<file path="src/rtl/zs_hit_packer.sv">
module zs_hit_packer #(
  parameter int N_CH   = 128,
  parameter int ADC_W  = 6,
  parameter int BX_W   = 12,
  parameter int SENS_W = 8,
  parameter int CHIP_W = 8,
  parameter int DEPTH  = 4
) (
  input  logic                           clk,
  input  logic                           rst_n,
  input  logic [1:0]                     cfg_mode,
  input  logic                           cfg_wide_size,
  input  logic [ADC_W-1:0]               cfg_threshold,
  input  logic                           in_valid,
  output logic                           in_ready,
  input  logic [N_CH*ADC_W-1:0]          in_samples,
  input  logic [BX_W-1:0]                in_bunch,
  input  logic [SENS_W-1:0]              in_sensor,
  input  logic [CHIP_W-1:0]              in_chip,
  output logic                           out_valid,
  input  logic                           out_ready,
  output logic [BX_W+SENS_W+CHIP_W-1:0]  out_data,
  output logic [1:0]                     out_kind,
  output logic                           out_last,
  output logic                           out_overflow,
  output logic [$clog2(N_CH):0]          out_dropped
);
  localparam int CH_W  = $clog2(N_CH);
  localparam int CNT_W = CH_W + 1;
  localparam int HDR_W = BX_W + SENS_W + CHIP_W;
  localparam int PTR_W = $clog2(DEPTH);
  localparam int S_W   = N_CH * ADC_W;

  typedef enum logic [1:0] {S_IDLE, S_HDR, S_SIZE, S_HIT} st_t;

  logic [S_W-1:0]   fifo_s [DEPTH];
  logic [HDR_W-1:0] fifo_h [DEPTH];
  logic [PTR_W-1:0] wp, rp;
  logic [PTR_W:0]   cnt;

  st_t              st;
  logic [1:0]       cm;
  logic             cs4;
  logic [ADC_W-1:0] cthr;
  logic [N_CH-1:0]  pend, hit_mask;
  logic [CNT_W-1:0] total, sent, tot_now, lim, kept, size_val;
  logic [CH_W-1:0]  idx;
  logic [S_W-1:0]   head_s;
  logic [HDR_W-1:0] head_h;
  logic [ADC_W-1:0] adc;
  logic [1:0]       ld_mode;
  logic             push, pop, load, skip, fire, word_last;

  assign head_s   = fifo_s[rp];
  assign head_h   = fifo_h[rp];
  assign in_ready = cnt != (PTR_W+1)'(DEPTH);
  assign push     = in_valid && in_ready;
  assign out_valid = st != S_IDLE;
  assign fire     = out_valid && out_ready;
  assign ld_mode  = (cfg_mode == 2'd0) ? 2'd1 : cfg_mode;
  assign load     = (st == S_IDLE) && (cnt != '0);
  assign skip     = (ld_mode == 2'd3) && (tot_now == '0);
  assign pop      = (fire && word_last) || (load && skip);

  for (genvar g = 0; g < N_CH; g++) begin : g_cmp
    assign hit_mask[g] = head_s[g*ADC_W +: ADC_W] > cfg_threshold;
  end

  always_comb begin
    tot_now = '0;
    for (int i = 0; i < N_CH; i++) tot_now = tot_now + {{CH_W{1'b0}}, hit_mask[i]};
  end

  always_comb begin
    idx = '0;
    for (int i = N_CH-1; i >= 0; i--) if (pend[i]) idx = CH_W'(i);
  end

  assign adc      = head_s[idx*ADC_W +: ADC_W];
  assign lim      = (cm == 2'd2) ? (cs4 ? CNT_W'(15) : CNT_W'(7)) : (cs4 ? CNT_W'(16) : CNT_W'(8));
  assign kept     = (total > lim) ? lim : total;
  assign size_val = ((cm == 2'd2) ? kept : kept - 1'b1) & (cs4 ? CNT_W'(15) : CNT_W'(7));

  always_comb begin
    case (st)
      S_HDR:   word_last = (cm != 2'd2) && (kept == '0);
      S_SIZE:  word_last = kept == '0;
      S_HIT:   word_last = sent == kept - 1'b1;
      default: word_last = 1'b0;
    endcase
  end

  always_comb begin
    case (st)
      S_SIZE:  out_data = HDR_W'(size_val);
      S_HIT:   out_data = HDR_W'({idx, adc});
      default: out_data = head_h;
    endcase
  end

  assign out_kind     = (st == S_SIZE) ? 2'd1 : (st == S_HIT) ? 2'd2 : 2'd0;
  assign out_last     = out_valid && word_last;
  assign out_overflow = out_valid && (total > lim);
  assign out_dropped  = out_valid ? total - kept : '0;

  always_ff @(posedge clk) begin
    if (push) begin
      fifo_s[wp] <= in_samples;
      fifo_h[wp] <= {in_bunch, in_sensor, in_chip};
    end
  end

  always_ff @(posedge clk) begin
    if (!rst_n) begin
      wp <= '0; rp <= '0; cnt <= '0;
    end else begin
      if (push) wp <= wp + 1'b1;
      if (pop)  rp <= rp + 1'b1;
      cnt <= cnt + (PTR_W+1)'(push) - (PTR_W+1)'(pop);
    end
  end

  always_ff @(posedge clk) begin
    if (!rst_n) begin
      st <= S_IDLE; pend <= '0; total <= '0; sent <= '0;
      cm <= 2'd1; cs4 <= 1'b0; cthr <= '0;
    end else if (load && !skip) begin
      pend  <= hit_mask;
      total <= tot_now;
      sent  <= '0;
      cm    <= ld_mode;
      cs4   <= cfg_wide_size;
      cthr  <= cfg_threshold;
      st    <= S_HDR;
    end else if (fire) begin
      case (st)
        S_HDR:  st <= word_last ? S_IDLE : S_SIZE;
        S_SIZE: st <= word_last ? S_IDLE : S_HIT;
        S_HIT: begin
          pend[idx] <= 1'b0;
          sent      <= sent + 1'b1;
          if (word_last) st <= S_IDLE;
        end
        default: st <= S_IDLE;
      endcase
    end
  end

  assert_stall_hold_R9: assert property (@(posedge clk) disable iff (!rst_n)
    out_valid && !out_ready |=> out_valid && $stable(out_data) && $stable(out_kind) && $stable(out_last));

  assert_queue_bound_R9: assert property (@(posedge clk) disable iff (!rst_n)
    cnt <= (PTR_W+1)'(DEPTH));

  assert_hit_above_thr_R1: assert property (@(posedge clk) disable iff (!rst_n)
    out_valid && out_kind == 2'd2 |-> out_data[ADC_W-1:0] > cthr);

  assert_ascending_R2: assert property (@(posedge clk) disable iff (!rst_n)
    out_valid && out_kind == 2'd2 && $past(out_valid && out_ready && out_kind == 2'd2 && !out_last)
    |-> out_data[CH_W+ADC_W-1:ADC_W] > $past(out_data[CH_W+ADC_W-1:ADC_W]));

  assert_drop_needs_ovf_R8: assert property (@(posedge clk) disable iff (!rst_n)
    out_valid && !out_overflow |-> out_dropped == '0);

  assert_size_fits_R7: assert property (@(posedge clk) disable iff (!rst_n)
    out_valid && out_kind == 2'd1 |-> out_data < (cs4 ? HDR_W'(16) : HDR_W'(8)));
endmodule

</file>
<file path="config.mk">
export PLATFORM = sky130hd
export DESIGN_NAME = zs_hit_packer
export DESIGN_NICKNAME = d
export VERILOG_FILES = /design/src/rtl/zs_hit_packer.sv
export SDC_FILE = /design/constraint.sdc
export NUM_CORES = 2
export LEC_CHECK = 0
export CELL_PAD_IN_SITES_DETAIL_PLACEMENT = 1
export CELL_PAD_IN_SITES_GLOBAL_PLACEMENT = 1
export CORE_MARGIN = 4
export CORE_UTILIZATION = 35
export DETAILED_ROUTE_END_ITERATION = 8
export PLACE_DENSITY = 0.55
export SETUP_SLACK_MARGIN = 0.05
export SLEW_MARGIN = 10
export SYNTH_ARGS = -nofsm -noshare
export SYNTH_HDL_FRONTEND = slang
export SYNTH_SLANG_ARGS = --single-unit
export TNS_END_PERCENT = 5
</file>
<file path="constraint.sdc">
create_clock -name clk -period 42.7 [get_ports clk]
set_clock_uncertainty 0.05 [all_clocks]
set_input_delay 6.405 -clock clk [delete_from_list [all_inputs] [get_ports clk]]
set_output_delay 6.405 -clock clk [all_outputs]
set_load 0.005 [all_outputs]
</file>
== Yosys cells after proc, flatten, opt, wreduce, memory -nomap -nowiden ==
Memory sizes are Yosys's and may differ from the RTL's. A register that Yosys moved wholly into a read port is not among the register bits.
Index checks and enable logic that the tools add are counted.

* Bits in writable memories: 3184
* Bits in registers: 156
* Output and inout port bits: 42
* Memories: 2

{| class="wikitable"
|+ Memories
! memory !! depth !! bits a word !! read ports !! clocked after memory_dff !! write ports !! RTL line !! RTL
|-
| fifo_s || 4 || 768 || 1 || 1 || 1 || 36 || <nowiki>logic [S_W-1:0] fifo_s [DEPTH];</nowiki>
|-
| fifo_h || 4 || 28 || 1 || 1 || 1 || 37 || <nowiki>logic [HDR_W-1:0] fifo_h [DEPTH];</nowiki>
|}

* $mul: 1
* $lt $le $gt $ge: 131
* Bitwise operators: 4
* Reduce and logical (&&, ||, !) cells: 26
* $add $sub $neg: 134
* Equality and inequality tests: 10
* Shift-type cells: 1
* Muxes and demuxes: 156

{| class="wikitable"
|+ Operator list
! cell !! number
|-
| 8-bit by 1-bit adder with 8-bit output || 120
|-
| 7-bit 2-to-1 mux || 128
|-
| 6-bit greater-than comparator || 128
|-
| 768-bit by 11-bit variable part select with 6-bit output || 1
|-
| 128-bit 2-to-1 mux || 3
|-
| 128-bit bitwise AND || 1
|-
| 128-bit inverter || 1
|-
| 28-bit case mux with 2 select lines || 1
|-
| 8-bit 2-to-1 mux || 4
|-
| 2-bit 2-to-1 mux || 10
|-
| 8-bit logical NOT || 2
|-
| 1-bit logical AND || 11
|-
| 7-bit by 2-bit multiplier with 9-bit output (second input constant) || 1
|-
| 7-bit by 1-bit adder with 8-bit output || 1
|-
| 8-bit by 1-bit adder with 8-bit output (second input constant) || 1
|-
| 8-bit by 4-bit bitwise AND with 8-bit output || 1
|-
| 2-bit equality test (second input constant) || 4
|-
| 8-bit equality test || 1
|-
| 8-bit greater-than comparator || 1
|-
| 7-bit by 8-bit less-than comparator with 1-bit output (second input constant) || 1
|-
| 2-bit AND reduction || 4
|-
| 8-bit by 1-bit subtractor with 8-bit output (second input constant) || 1
|-
| 8-bit subtractor || 1
|-
| 6-bit by 1-bit adder with 7-bit output || 1
|-
| other kinds (26) || 35
|}

== Logic depth before layout (Yosys ltp) ==
* Depth after elaboration: 137
* Mapped depth: 54
* Gate-level depth less buffers: 48

== Least setup slack after synthesis ==
No wires, ideal clock.

* Kind: input to register
* Start point: in in_valid
* End point: mem fifo_h[0][0] (netlist name), enable pin
* Setup slack: 16921 ps
* Setup time: 1275 ps
* Path buffers: 0
* Stages on the path: 1
* Required time: 41375 ps
* Data arrival time: 24454 ps
* Cells stage by stage: and3_1

* Word-level cells in the longest chain between the ends: 3

{| class="wikitable"
|+ Ends and longest elaborated chain
! element !! RTL line !! RTL
|-
| start: declaration || 14 || <nowiki>input logic in_valid,</nowiki>
|-
| 1-bit logical AND || 57 || <nowiki>assign push = in_valid && in_ready;</nowiki>
|-
| 1-bit 2-to-1 mux || 107 || <nowiki>if (push) begin</nowiki>
|-
| 1-bit 2-to-1 mux (not written as such) || 109 || <nowiki>fifo_h[wp] <= {in_bunch, in_sensor, in_chip};</nowiki>
|-
| end: declaration || 37 ||
|}

Every way passes these cells.

== Worst setup path after layout ==
* Start point: in cfg_threshold[1]
* End point: reg pend[45]

* Word-level cells in the longest chain between the ends: 134
* Elaborated cells between the ends (all ways): 263
* Those cells by class: add/sub: 127; order compare: 128; mux: 1; reduce/logical: 7

{| class="wikitable"
|+ Ends and longest elaborated chain
! element !! RTL line !! RTL
|-
| start: declaration || 13 || <nowiki>input logic [ADC_W-1:0] cfg_threshold,</nowiki>
|-
| 6-bit greater-than comparator || 66 || <nowiki>assign hit_mask[g] = head_s[g*ADC_W +: ADC_W] > cfg_threshold;</nowiki>
|-
| 1-bit by 1-bit adder with 2-bit output || 71 || <nowiki>for (int i = 0; i < N_CH; i++) tot_now = tot_now + {{CH_W{1'b0}}, hit_mask[i]};</nowiki>
|-
| 2-bit by 1-bit adder with 3-bit output || 71 ||
|-
| 3-bit by 1-bit adder with 4-bit output || 71 ||
|-
| 4-bit by 1-bit adder with 5-bit output || 71 ||
|-
| 5-bit by 1-bit adder with 6-bit output || 71 ||
|-
| 6-bit by 1-bit adder with 7-bit output || 71 ||
|-
| 7-bit by 1-bit adder with 8-bit output || 71 ||
|-
| 8-bit by 1-bit adder with 8-bit output (120 in series) || 71 ||
|-
| 8-bit logical NOT || 62 || <nowiki>assign skip = (ld_mode == 2'd3) && (tot_now == '0);</nowiki>
|-
| 1-bit logical AND || 62 ||
|-
| 1-bit logical NOT || 127 || <nowiki>end else if (load && !skip) begin</nowiki>
|-
| 1-bit logical AND || 127 ||
|-
| 2-bit nonzero test (no source line) || -- ||
|-
| 2-bit AND reduction (no source line) || -- ||
|-
| end signal: assignment || 128 || <nowiki>pend <= hit_mask;</nowiki>
|-
| end: declaration || 45 || <nowiki>logic [N_CH-1:0] pend, hit_mask;</nowiki>
|}

Several ways; a longest one is shown, not always the timed one.
A chain may end at the register's enable or synchronous reset.

==> impl_metrics.yaml <==
status:
  status: "finished with violations"
  violations: "max-capacitance violations"
setup_path:
  rrSetupSlack_ns: 25.73
  worstPathArrival_ns: 20.52
  cp-start-kind: "input pin"
  path_max_fanout: 71
  required_ns: 43.57
  cpPeakStageDelay_ns: 0.96
  cpMostUsedCell: "fa_1"
  crit_buf_inv: 10
  timing.rr.end: "pend[45]"
  reg2reg_depth: 43
  path_depth: 40
  end_kind: "register"
  crit_slowest_cell: "nor4bb_1"
  critical_path.top_delay_family: "adder cells"
  crit_type: "in -> reg"
timing:
  max_freq_ghz: 0.0509
  slew_headroom: 0.00832
  rsz0062_at_grt: "no"
  tightest_slew_ns: 1.49
  timing_hold_violations_final: 0
  setup_viol: 0
  finalCriticalPeriod_ns: 19.65
  fin_setup_tns_ns: 0
  period_share: 0.460
  final_max_slew_viol_count: 0
global_routing:
  track_usage: 0.285
  grt_max_degree: 136
  grt_pass1_wl_mm: 853
  grt-ovfl-total: 0
  grt_antenna_before_repair: 235
  grt_pass1_vias: 94312
clock_tree:
  path_clk_slew_ns: 0.06
  cts_buffer_depth: 4
  cts_buffers: 365
  root_buffer: "clkbuf_16"
  cts.sink_count: 3342
  cts_resized: 0
  cts_max_level: 5
  cts_tree: "built"
  post_cts.repair.setup_buffers: 0
  ctsHoldBuffers: 0
  clkLatencyLatePin_ns: 1.01
min_path:
  hp-class: "reg -> reg"
  hold_start: "cm[1]"
  hold_end: "cm[1]"
  min_path_cells: 2
synth:
  syn_area_sq_um: 151000
  synth_xor_area_frac: 0.00151
  ys_ff_latch: 3342
  synth.area.mux_share: 0.125
  yosys_warnings: 0
  syn_inst: 8892
  yosysTopAreaCellShare: 0.634
  synthSimpleGateAreaFrac: 0.0574
  ys_seq_area_frac: 0.655
  synth_compound_area_frac: 0.0597
  yosysTopAreaCell: "edfxtp_1"
  syn_area_per_cell_sq_um: 17.0
  synth-edff-count: 3184
  async_flop_share: 0
  synthFlopType: "edfxtp_1"
  synth_common_cells: "3184 x edfxtp_1, 817 x ha_1, 777 x mux4_2"
  synth_top_family_by_area: "multiplexers"
  synthAdderAreaFrac: 0.0833
  synth_area_leaders: "edfxtp_1 63%, mux4_2 12%, ha_1 6.8%, dfxtp_1 2.1%, fa_1 1.6%"
  synthMostInstantiatedCell: "edfxtp_1"
  synth_fp_nets: 10635
  synth_cell_types: 94
die:
  dieArea_sq_um: 442000
  core-area_sq_um: 428000
  pin_count: 851
  die_x_microns: 665
  initial_core_util: 0.352
  std_cell_rows: 240
  die_h_microns: 665
drt:
  drtIter0Drc: 9650
  drtAntennaViolNets: 0
  routed_wirelength_mm: 641
  post_drt_via_cell_ratio: 5.75
  vias: 92010
  first_pass_iters: 5
  drc_errors: 0
  wl_per_cell_microns: 40.0
flow_run:
  maxCapViolCount: 1
placed_design:
  globalplace.congestion: 0.971
  port_buffers: 850
  dp_hpwl_mm: 486
cells_and_area:
  nets: 11715
  drive_gt1_frac: 0.159
  synthToLayoutAreaGrowth_pct: 18.3
## final cells by class
class | instances | area, sq um
fillers | 41984 | 250000
flip-flops and latches | 3342 | 98800
clock inverters | 207 | 1960
well taps | 5687 | 7120
diodes | 58 | 145
multi-input cells | 4906 | 49500
repair buffers | 1075 | 10300
clock buffers | 458 | 9560
inverters | 282 | 1080
## how the worst max path moves through the flow
| stage | start | end | slack [ns] |
|---|---|---|---|
| CTS | cfg_threshold[1] | pend[88] | 23.48 |
| global route | cfg_threshold[1] | pend[106] | 22.65 |
| finish | cfg_threshold[1] | pend[45] | 23.05 |
| global placement | cfg_threshold[1] | pend[43] | 22.62 |
| floorplan | in_valid | fifo_h[0][0] | 16.92 |
| detailed placement | cfg_threshold[1] | pend[45] | 22.46 |
## through the flow
stage | utilization | hold slack, ns | instance area, sq um | cells | worst slack, ns
3_3_place_gp | 0.390 | 0.400 | 167000 | 15292 | 22.62
6_report | 0.417 | 0.451 | 178000 | 16015 | 23.05
4_1_cts | 0.416 | 0.456 | 178000 | 15957 | 23.48
2_1_floorplan | - | 0.389 | 151000 | 8892 | 16.92
3_5_place_dp | 0.390 | 0.447 | 167000 | 15292 | 22.46
5_1_grt | 0.417 | 0.471 | 178000 | 15967 | 22.65
## layer usage
layer	up-vias	GRT usage	wire length (microns)
li1	38037	-	-
met1	49070	0.371	261000
met2	3650	0.458	300000
met3	1135	0.0569	42900
met4	118	0.133	36600
met5	-	0	739
## registers in the layout, indices dropped and copies added, names as in the netlist, named ones only
| signal | cells |
|---|---|
| fifo_h | 112 |
| total | 8 |
| rp | 2 |
| st | 2 |
| cnt | 3 |
| sent | 8 |
| cm | 2 |
| cs4 | 1 |
| pend | 128 |
| wp | 2 |
| fifo_s | 3072 |
## cell usage in the layout, fill, tap and decap left out, drive strengths merged, types with 63 or more instances in the layout
master | Yosys | final
o21ai | 342 | 342
a21o | 77 | 77
nand2 | 469 | 469
clkdlybuf4s50 | 0 | 848
nor3 | 69 | 69
nand4 | 136 | 136
nor2 | 216 | 216
ha | 817 | 817
nor2b | 269 | 269
a21oi | 219 | 219
and2 | 142 | 142
inv | 281 | 298
o22a | 71 | 71
o22ai | 184 | 184
dfxtp | 158 | 158
fa | 117 | 117
o21a | 134 | 134
clkbuf | 144 | 458
nand3 | 91 | 91
edfxtp | 3184 | 3184
o211ai | 86 | 86
mux2i | 63 | 63
clkinv | 1 | 163
nand2b | 134 | 134
buf | 218 | 227
mux2 | 69 | 69
mux4 | 777 | 777
## cell families (layout without fill, tap and decap cells)
| group | count (synthesis) | after routing |
|---|---|---|
| AOI/OAI and AO/OA | 1372 | 1372 |
| xor gates and xnor gates | 26 | 26 |
| adders and majority gates | 934 | 934 |
| buffers and inverters | 644 | 2022 |
| muxes | 909 | 909 |
| DFF | 3342 | 3342 |
| other | 0 | 58 |
| and+or+nand+nor | 1665 | 1665 |
## tightest hold or removal path, cell delays in order, from the launching register on
cell,delay [ns]
dfxtp_1,0.31
nand2_1,0.05
a21boi_0,0.08
Power is left out: the tool's default activity adds up to more than one toggle a clock period on the data nets, which glitch-free logic cannot reach.
